[src/rtl/sad_pkg.sv]
package sad_pkg;
  parameter int unsigned PIX_W_DEF = 8;
  parameter int unsigned DIM_DEF   = 4;
  parameter int unsigned MV_W      = 8;

  typedef struct packed {
    logic signed [MV_W-1:0] x;
    logic signed [MV_W-1:0] y;
  } mv_t;
endpackage

[src/rtl/sad_block_regs.sv]
module sad_block_regs #(
  parameter int unsigned PIX_W = 8,
  parameter int unsigned DIM   = 4,
  localparam int unsigned RW   = $clog2(DIM),
  localparam int unsigned ROW_W = DIM * PIX_W
) (
  input  logic             clk_i,
  input  logic             rst_ni,
  input  logic             we_i,
  input  logic [RW-1:0]    row_i,
  input  logic [ROW_W-1:0] data_i,
  output logic [PIX_W-1:0] pix_o [DIM][DIM]
);
  for (genvar r = 0; r < DIM; r++) begin : g_row
    for (genvar c = 0; c < DIM; c++) begin : g_col
      always_ff @(posedge clk_i or negedge rst_ni) begin
        if (!rst_ni) pix_o[r][c] <= '0;
        else if (we_i && row_i == RW'(r)) pix_o[r][c] <= data_i[c*PIX_W +: PIX_W];
      end
    end
  end
endmodule

[src/rtl/sad_row_sum.sv]
module sad_row_sum #(
  parameter int unsigned PIX_W = 8,
  parameter int unsigned DIM   = 4,
  localparam int unsigned OUT_W = PIX_W + $clog2(DIM)
) (
  input  logic [PIX_W-1:0] cur_i [DIM],
  input  logic [PIX_W-1:0] ref_i [DIM],
  output logic [OUT_W-1:0] sum_o
);
  logic [PIX_W-1:0] ad [DIM];

  // larger minus smaller: no wrap
  for (genvar c = 0; c < DIM; c++) begin : g_ad
    assign ad[c] = (cur_i[c] >= ref_i[c]) ? cur_i[c] - ref_i[c] : ref_i[c] - cur_i[c];
  end

  always_comb begin
    sum_o = '0;
    for (int c = 0; c < DIM; c++) sum_o = sum_o + OUT_W'(ad[c]);
  end
endmodule

[src/rtl/sad_min_track.sv]
module sad_min_track #(
  parameter int unsigned SAD_W = 12
) (
  input  logic             clk_i,
  input  logic             rst_ni,
  input  logic             start_i,
  input  logic             valid_i,
  input  logic [SAD_W-1:0] sad_i,
  input  sad_pkg::mv_t     mv_i,
  output logic [SAD_W-1:0] min_o,
  output sad_pkg::mv_t     mv_o,
  output logic             done_o
);
  // strict compare: ties keep the earlier candidate
  logic better;
  assign better = valid_i && (start_i || sad_i < min_o);

  always_ff @(posedge clk_i or negedge rst_ni) begin
    if (!rst_ni) begin
      min_o  <= '1;
      mv_o   <= '0;
      done_o <= 1'b0;
    end else begin
      done_o <= valid_i;
      if (better) begin
        min_o <= sad_i;
        mv_o  <= mv_i;
      end else if (start_i) begin
        min_o <= '1;
        mv_o  <= '0;
      end
    end
  end
endmodule

[src/rtl/sad4x4_pe.sv]
module sad4x4_pe #(
  parameter int unsigned PIX_W = sad_pkg::PIX_W_DEF,
  parameter int unsigned DIM   = sad_pkg::DIM_DEF,
  localparam int unsigned RW     = $clog2(DIM),
  localparam int unsigned ROW_W  = DIM * PIX_W,
  localparam int unsigned RSUM_W = PIX_W + $clog2(DIM),
  localparam int unsigned SAD_W  = RSUM_W + $clog2(DIM),
  localparam int unsigned MV_W   = sad_pkg::MV_W
) (
  input  logic                   clk_i,
  input  logic                   rst_ni,
  input  logic                   start_i,
  input  logic                   cur_we_i,
  input  logic [RW-1:0]          cur_row_i,
  input  logic [ROW_W-1:0]       cur_data_i,
  input  logic                   ref_we_i,
  input  logic [RW-1:0]          ref_row_i,
  input  logic [ROW_W-1:0]       ref_data_i,
  input  logic signed [MV_W-1:0] mv_x_i,
  input  logic signed [MV_W-1:0] mv_y_i,
  output logic [SAD_W-1:0]       min_sad_o,
  output logic signed [MV_W-1:0] best_mv_x_o,
  output logic signed [MV_W-1:0] best_mv_y_o,
  output logic                   done_o
);
  logic [PIX_W-1:0]  cur_pix [DIM][DIM];
  logic [PIX_W-1:0]  ref_pix [DIM][DIM];
  logic [RSUM_W-1:0] rsum    [DIM];
  logic [RSUM_W-1:0] rsum_q  [DIM];
  logic [SAD_W-1:0]  sad;
  logic              trig, v1_q, v2_q;
  sad_pkg::mv_t      mv1_q, mv2_q, best_mv;

  sad_block_regs #(.PIX_W(PIX_W), .DIM(DIM)) u_cur (
    .clk_i, .rst_ni, .we_i(cur_we_i), .row_i(cur_row_i), .data_i(cur_data_i), .pix_o(cur_pix)
  );
  sad_block_regs #(.PIX_W(PIX_W), .DIM(DIM)) u_ref (
    .clk_i, .rst_ni, .we_i(ref_we_i), .row_i(ref_row_i), .data_i(ref_data_i), .pix_o(ref_pix)
  );

  for (genvar r = 0; r < DIM; r++) begin : g_rsum
    sad_row_sum #(.PIX_W(PIX_W), .DIM(DIM)) u_row (
      .cur_i(cur_pix[r]), .ref_i(ref_pix[r]), .sum_o(rsum[r])
    );
  end

  assign trig = ref_we_i && ref_row_i == RW'(DIM - 1);

  always_ff @(posedge clk_i or negedge rst_ni) begin
    if (!rst_ni) begin
      v1_q  <= 1'b0;
      v2_q  <= 1'b0;
      mv1_q <= '0;
      mv2_q <= '0;
      for (int r = 0; r < DIM; r++) rsum_q[r] <= '0;
    end else begin
      v1_q <= trig;
      v2_q <= v1_q;
      if (trig) mv1_q <= '{x: mv_x_i, y: mv_y_i};
      mv2_q <= mv1_q;
      for (int r = 0; r < DIM; r++) rsum_q[r] <= rsum[r];
    end
  end

  always_comb begin
    sad = '0;
    for (int r = 0; r < DIM; r++) sad = sad + SAD_W'(rsum_q[r]);
  end

  sad_min_track #(.SAD_W(SAD_W)) u_min (
    .clk_i, .rst_ni, .start_i, .valid_i(v2_q), .sad_i(sad), .mv_i(mv2_q),
    .min_o(min_sad_o), .mv_o(best_mv), .done_o
  );

  assign best_mv_x_o = best_mv.x;
  assign best_mv_y_o = best_mv.y;
endmodule

[config.mk]
export PLATFORM = sky130hd
export DESIGN_NAME = sad4x4_pe
export DESIGN_NICKNAME = d
export VERILOG_FILES = /design/src/rtl/sad_pkg.sv /design/src/rtl/sad_block_regs.sv /design/src/rtl/sad_row_sum.sv /design/src/rtl/sad_min_track.sv /design/src/rtl/sad4x4_pe.sv
export SDC_FILE = /design/constraint.sdc
export NUM_CORES = 1
export LEC_CHECK = 0
export CAP_MARGIN = 0
export CORE_ASPECT_RATIO = 0.7
export CORE_UTILIZATION = 30
export CTS_CLUSTER_SIZE = 40
export DETAILED_ROUTE_END_ITERATION = 6
export PLACE_DENSITY = 0.45
export SLEW_MARGIN = 20
export SYNTH_ARGS = -nofsm -noshare
export SYNTH_HDL_FRONTEND = slang
export SYNTH_HIERARCHICAL = 1
export SYNTH_SLANG_ARGS = --single-unit
[constraint.sdc]
create_clock -name clk_i -period 12.9 [get_ports clk_i]
set_clock_uncertainty 0.1 [all_clocks]
set_input_delay 1.935 -clock clk_i [delete_from_list [all_inputs] [get_ports clk_i]]
set_output_delay 1.935 -clock clk_i [all_outputs]
set_load 0.005 [all_outputs]
After elaboration in Yosys (flattened, before gate mapping)
Index checks and enable logic that the tools add are counted.

cells by class
  equal/unequal tests = 6
  bitwise gates (word level) = 0
  shift-type cells = 0
  mux-type cells = 20
  add/subtract/negate cells = 47
  multiply operators = 0
  divide/modulo/power cells = 0
  magnitude comparators = 17
  reduce and logical (&&, ||, !) cells = 13

operator list
  cell                count
  $sub 8x8->8         32
  $ge 8x8->1          16
  $mux 8              16
  $add 10x8->10       8
  $add 8x8->9         4
  $mux 16             2
  $mux 12             2
  $add 11x10->12      1
  $add 12x10->12      1
  $lt 12x12->1        1
  $add 10x10->11      1
  $logic_and 1x1->1   9
  $eq 2x2->1 const B  4
  $eq 2x1->1 const B  2
  $logic_not 2->1     2
  $reduce_bool 2->1   1
  $logic_or 1x1->1    1

word-level totals
  bits of input ports = 89
  memory bits (writable) = 0
  output and inout port bits = 29
  flip-flop bits (word level) = 359
  memories = 0
  bits in latches = 0
  memory bits (read-only) = 0
  logic and storage cells = 149

Logic depth before layout (Yosys ltp)
Gate-level depths: netlist (run 1).

  word-level depth = 7
  gate-level depth with buffers = 21
  mapped depth without buffers = 21

By module
Netlist (run 1), hierarchy kept.

modules (own cells, without submodules)
  module                          seq. area each (sq um)  instances  area an instance (sq um)  cells an instance
  sad_block_regs                  3203.1                  2          4744.6                    272
  sad_row_sum at g_rsum[3].u_row  0.0                     1          3528.4                    450
  sad_row_sum at g_rsum[2].u_row  0.0                     1          3313.2                    418
  sad_row_sum at g_rsum[1].u_row  0.0                     1          3199.3                    402
  sad_row_sum at g_rsum[0].u_row  0.0                     1          3186.8                    401
  sad4x4_pe                       1851.8                  1          3047.9                    218
  sad_min_track                   740.7                   1          1420.1                    120

Worst setup path before layout (run 1)
No wires, ideal clock.

  path kind = flip-flop to flip-flop
  from = reg u_cur/pix_o[64] (netlist name)
  to = reg rsum_q[28] (netlist name)
  data arrival time = 4555 ps
  cell stages (with the launch flop) = 21
  data required time = 12720 ps
  clock period less this slack = 4735 ps
  library setup time = 80 ps
  path buffers = 0
  slack = 8165 ps
  cell sequence = dfrtp_1 -> inv_1 -> ha_1 -> inv_1 -> fa_1 -> a21o_1 -> a21oi_2 -> a21oi_2 -> a211oi_4 -> mux2i_1 -> xnor2_1 -> fa_1 -> inv_1 -> fa_1 -> inv_1 -> ha_1 -> a21o_1 -> a21oi_1 -> o21ai_0 -> o41ai_1 -> xnor2_1

RTL lines
  what                             RTL line              text
  start, declared                  sad_block_regs.sv:12  output logic [PIX_W-1:0] pix_o [DIM][DIM]
  start signal, assigned by index  sad_block_regs.sv:18  else if (we_i && row_i == RW'(r)) pix_o[r][c] <= data_i[c*PIX_W +: PIX_W];
  end, declared                    sad4x4_pe.sv:29       logic [RSUM_W-1:0] rsum_q [DIM];

==> flow_summary.toml, run 1 <==
[status]
outcome = "complete, no violations"

[timing]
rsz0062_at_grt = "false"
post-route-period-util_pct = 41.2
hold_viol = 0
setup_tns_ps = 0
relSlewSlack_pct = 29.3
finalSetupViolations = 0
maxSlewViolCount = 0
tightestPinTransition_ps = 1060
fmax_mhz = 188
layout_min_cycle_time_ps = 5310

[cts]
cts_sinks = 359
cts_tree = "done"
ctsRootBufferMaster = "clkbuf_16"
clock_latency_ps = 600
cts_made_buffers = 45
htree_levels = 2
cts-resized-gates = 0
hold_buffers = 0
cts_buffer_depth = 3
postCtsSetupBuffers = 0
path_clk_slew_ps = 60

[worst_setup_path]
crit_chain = "inv_1, ha_1, inv_1, fa_1, a21o_1, a21o_1, a311oi_4, mux2_2, fa_1, fa_1, ha_1, inv_1, fa_1, nor2b_1, o21ai_0, a21boi_0, o31a_1, o22a_1"
r2r.worst_path.cells = 18
cp-end-kind = "flop"
crit_start = "u_cur/pix_o[32]$_DFFE_PN0P_"
critPathBufInv = 3
cpPeakStageDelay_ps = 560
crit_path_top_delay_cell = "a311oi_4"
rr_startpoint = "u_cur/pix_o[32]$_DFFE_PN0P_"
cp_common_cell = "fa_1"
critical_path_class = "reg -> reg"
path_delay_family = "adder cells"
worst-path-max-fanout = 7
crit_required_ps = 13320
path_depth = 18
critPathLaunchType = "flop"
cp.arrival_ps = 5740

[synthesis]
ys_seq_area_share_pct = 33.1
synth_area_per_cell_um2 = 10.6
synth_edf_count = 0
yosysTopAreaCell = "dfrtp_1"
synth-seq-cells = 359
synthArstFlopShare_pct = 100
ys.flop_type = "dfrtp_1"
ys_types = 76
ys_top_cells_by_area = "dfrtp_1 32%, ha_1 14%, mux2_2 11%"
synth_warnings = 6
synthesis.nets = 3056
syn_area_um2 = 27200
netlist_instances = 2553
synth_top_cell_area_share_pct = 31.9

[drt]
drc = 0
drtIter0Drc = 1317
dr_total_vias = 18800
dr.pass1.iters = 5
drt.antenna.violating_nets = 0
wl_um = 82500
wl_per_cell_um = 21.2
routed_via_density = 4.83

[die]
floorplan.initialDensity_pct = 30.6
ios = 118
die_width_um = 362
rows = 91
fp.dieH_um = 254
core_um2 = 88900
fp.dieArea_um2 = 91800

[placed_design]
place_area_um2 = 29500
gp_congestion = 0.892
io_buffers = 117
hpwlAfterDp_um = 64400

[grt]
grt_pass1_wl_um = 126000
gr-total-overflow = 0
grt_max_degree = 97
grt.total_usage_pct = 18.3
antenna_found_initial = 10
grt_pass1_vias = 19500

[run]
maxCapViolCount = 0

[worst_hold_path]
whs_path_depth = 0
hold_class = "reg -> reg"
worstHoldStart = "v1_q$_DFF_PN0_"

[layout]
area_delta_synth_final_pct = 14.0
nets = 3153
design_area_um2 = 31000
fin_util_pct = 34.8
layout-drive-gt1-share_pct = 15.6
## layout by cell type, fill, tap and decap left out, types with 21 or more instances in the layout
cell | synthesis | routed
o21bai_1 | 21 | 21
nor2_1 | 32 | 32
clkbuf_16 | 0 | 45
nand2_1 | 69 | 69
a21oi_1 | 155 | 155
nand4_1 | 31 | 31
o21ai_0 | 58 | 58
mux2_2 | 271 | 271
dfrtp_1 | 347 | 347
nand3_1 | 23 | 21
a21o_1 | 80 | 80
xor2_1 | 39 | 39
ha_1 | 298 | 298
inv_1 | 488 | 488
mux2i_1 | 90 | 90
fa_1 | 116 | 116
xnor2_1 | 79 | 79
clkdlybuf4s50_1 | 0 | 116
a31oi_1 | 27 | 27
## synth_stat cells, types with 23 or more instances
library cell,count
nand3_1,23
o21ai_0,58
dfrtp_1,347
ha_1,298
fa_1,116
a31oi_1,27
inv_1,488
xnor2_1,79
a21o_1,80
mux2_2,271
nor2_1,32
nand2_1,69
xor2_1,39
a21oi_1,155
mux2i_1,90
buf_2,30
clkbuf_1,25
nand4_1,31
## final cells by class
| cell class | count | area (um2) |
|---|---|---|
| clock buffers | 60 | 1220 |
| multi-input cells | 1625 | 15900 |
| inverters | 488 | 1830 |
| diodes | 4 | 10.0 |
| repair buffers | 131 | 1280 |
| clock inverters | 22 | 238 |
| fillers | 8877 | 57900 |
| flip-flops and latches | 359 | 9000 |
| well taps | 1209 | 1510 |
## cell families after synthesis
kind of cell / Yosys count / synth area share (%)
xor+xnor: 118 / 3.80
fa+ha+maj: 414 / 22.3
buf+inv: 569 / 8.55
simple gates: 239 / 4.70
compound gates: 476 / 12.3
flops: 359 / 33.1
mux: 378 / 15.2
## worst reg2reg max path, delay by kind of cell, from the launching register on
family / cells / cell delay (ps)
multiplexers: 1 / 450
AO/OA/AOI/OAI: 7 / 1750
adder cells (fa/ha/maj): 6 / 2220
flip-flops: 1 / 400
AND/OR/NAND/NOR: 1 / 130
buffers and inverters: 3 / 190
## registers in the layout (all words and copies together), names as in the netlist
name / flops
u_cur/pix_o: 128
mv2_q: 16
v2_q: 1
u_ref/pix_o: 128
u_min/done_o: 1
u_min/min_o: 12
rsum_q: 40
v1_q: 1
u_min/mv_o: 16
mv1_q: 16
## worst paths after layout
path                       slack (ps)                            to
min in group asynchronous        1320   u_cur/pix_o[54]$_DFFE_PN0P_
setup / recovery                 7590          rsum_q[19]$_DFF_PN0_
setup reg to reg                 7590          rsum_q[19]$_DFF_PN0_
hold / removal                    250                v2_q$_DFF_PN0_
hold reg to reg                   250                v2_q$_DFF_PN0_
max in group asynchronous        8980  u_cur/pix_o[119]$_DFFE_PN0P_
## metal layers
metal	share of wire, %	global-route usage [%]
met4	1.7	3.77
met3	3.9	2.43
met2	41	26.9
met1	53	28.1
met5	0	0
## per-stage QoR
stage	setup WS, ps	cells	hold slack (ps)
finish	7590	3898	252
floorplan	8170	2553	231
detailed placement	7670	3812	243
global route	7280	3894	263
global placement	7720	3812	233
CTS	7620	3894	256
Power of run 1 is not shown: default switching activity piles up to over one toggle a cycle in this logic, so the estimate is an artifact.
==> run 2: changes to the inputs <==
--- a/config.mk
+++ b/config.mk
@@ -10,7 +10,7 @@
 export CORE_UTILIZATION = 30
 export CTS_CLUSTER_SIZE = 40
 export DETAILED_ROUTE_END_ITERATION = 6
-export PLACE_DENSITY = 0.45
+export PLACE_DENSITY = 0.47
 export SLEW_MARGIN = 20
 export SYNTH_ARGS = -nofsm -noshare
 export SYNTH_HDL_FRONTEND = slang
==> constraint.sdc (replaced) <==
create_clock -name clk_i -period 4.6 [get_ports clk_i]
set_clock_uncertainty 0.1 [all_clocks]
set_input_delay 0.69 -clock clk_i [delete_from_list [all_inputs] [get_ports clk_i]]
set_output_delay 0.69 -clock clk_i [all_outputs]
set_load 0.005 [all_outputs]
==> run 2 against run 1 <==
- the flow now finishes with violations (setup timing)
- core utilization increased by 3.3 points
- global-route usage is 0.61 points higher
- count of clock-buffer cells in the layout grew 1
==> flow_summary.toml, run 2 (synthesis gave the netlist of run 1 again) <==
[worst_setup_path]
critPathLaunchType = "flop"
cp.arrival_ps = 5080
worst-path-max-fanout = 6
crit_chain = "inv_2, fa_1, inv_1, fa_1, ha_2, inv_2, fa_2, nor2b_1, o21a_1, a31o_4, o41ai_4, xnor2_2, ha_4, nand4_1, nor4_2, o31ai_2, buf_4, a31oi_4, buf_12, buf_16, a32o_1"
critical_path_class = "reg -> reg"
crit_path_top_delay_cell = "fa_1"
crit_required_ps = 5020
cpPeakStageDelay_ps = 540
critPathBufInv = 6
path_delay_family = "adder cells"
cp-end-kind = "flop"

[layout]
layout_commonest_cell = "inv_1"
nets = 3424
diodes = 0
reg.largest.list = "u_cur/pix_o x128, u_ref/pix_o x128, rsum_q x40"
fin_util_pct = 38.2
layout_common_cells = "468 x inv_1, 347 x dfrtp_1, 276 x ha_1, 268 x buf_4, 265 x mux2_2"
layout-drive-gt1-share_pct = 27.7
area_delta_synth_final_pct = 24.8

[timing]
rsz0062_at_grt = "true"
maxSlewViolCount = 0
relSlewSlack_pct = 39.7
setup_slack_ps = -63.9
post-route-period-util_pct = 101
finalSetupViolations = 20
tightestPinTransition_ps = 905
fmax_mhz = 214
hold_viol = 0
layout_min_cycle_time_ps = 4660

[grt]
grt_max_degree = 98
gr-total-overflow = 0
grt_pass1_wl_um = 130000
antenna_found_initial = 9
grt.total_usage_pct = 18.9
grt_pass1_vias = 20800

[placed_design]
hpwlAfterDp_um = 66900
io_buffers = 117
gp_congestion = 0.901

[status]
violations = "setup timing"
outcome = "complete, but fails checks"

[die]
fp.dieArea_um2 = 91800
core_um2 = 88900
die_width_um = 362
floorplan.initialDensity_pct = 30.6
fp.dieH_um = 254
rows = 91
ios = 118

[drt]
wl_per_cell_um = 20.7
drtIter0Drc = 1110
drc = 0
dr_total_vias = 20000
wl_um = 86100
routed_via_density = 4.80
drt.antenna.violating_nets = 0
dr.pass1.iters = 5

[cts]
htree_levels = 2
ctsRootBufferMaster = "clkbuf_16"
cts_tree = "done"
cts_sinks = 359
cts_made_buffers = 43
cts_buffer_depth = 3
clock_latency_ps = 590
path_clk_slew_ps = 60

[run]
maxCapViolCount = 0

[worst_hold_path]
hold_class = "in -> async"
## run 2: path summary, 6_finish.rpt
check / from / cells past startpoint / to / slack, ps
max in group asynchronous: rst_ni / 2 / u_ref/pix_o[78]$_DFFE_PN0P_ / 3230
worst max register to register: rsum_q[1]$_DFF_PN0_ / 21 / u_min/mv_o[15]$_DFFE_PN0P_ / -60
worst min register to register: v1_q$_DFF_PN0_ / 0 / v2_q$_DFF_PN0_ / 250
worst min-delay path: rst_ni / 1 / u_ref/pix_o[54]$_DFFE_PN0P_ / 4
min in group clk_i: v1_q$_DFF_PN0_ / 0 / v2_q$_DFF_PN0_ / 250
worst max-delay path: rsum_q[1]$_DFF_PN0_ / 21 / u_min/mv_o[15]$_DFFE_PN0P_ / -60
## run 2: stage by stage
step	hold WS, ps	setup TNS, ps	worst slack [ps]	std cells	cell area (um2)
6_report	3.64	-692	-63.9	4163	33900
5_1_grt	96.0	-8370	-270	4163	33900
3_3_place_gp	233	-827	-118	4045	31400
3_5_place_dp	237	-3290	-240	4045	31400
2_1_floorplan	231	-25.8	-25.8	2553	27200
4_1_cts	71.1	-401	-52.6	4151	33400
## run 2: timing repair
item	in CTS	in global routing
gates resized for setup	66	96
setup endpoints to repair	47	52
buffers inserted	30	16
pin swaps	65	82
hold buffers	0	0
cloned	1	1
## run 2: area by class of cell
type / count / area, um2
clock buffer: 61 / 1270
clock inverter: 17 / 230
fill: 8731 / 55000
inverter: 488 / 1830
multi-input combinational: 1625 / 16600
sequential: 359 / 9000
tap: 1209 / 1510
timing repair buffer: 404 / 3490
## run 2: routing by layer
metal  GRT usage [%]  vias to the layer above  wire (um)
met3            2.29                       75       3610
met5               0                        -          0
met4            3.40                        0       1370
li1                -                     9318          -
met1            29.0                    10200      44800
met2            28.3                      392      36400
Power of run 2 is left out for the same reason.
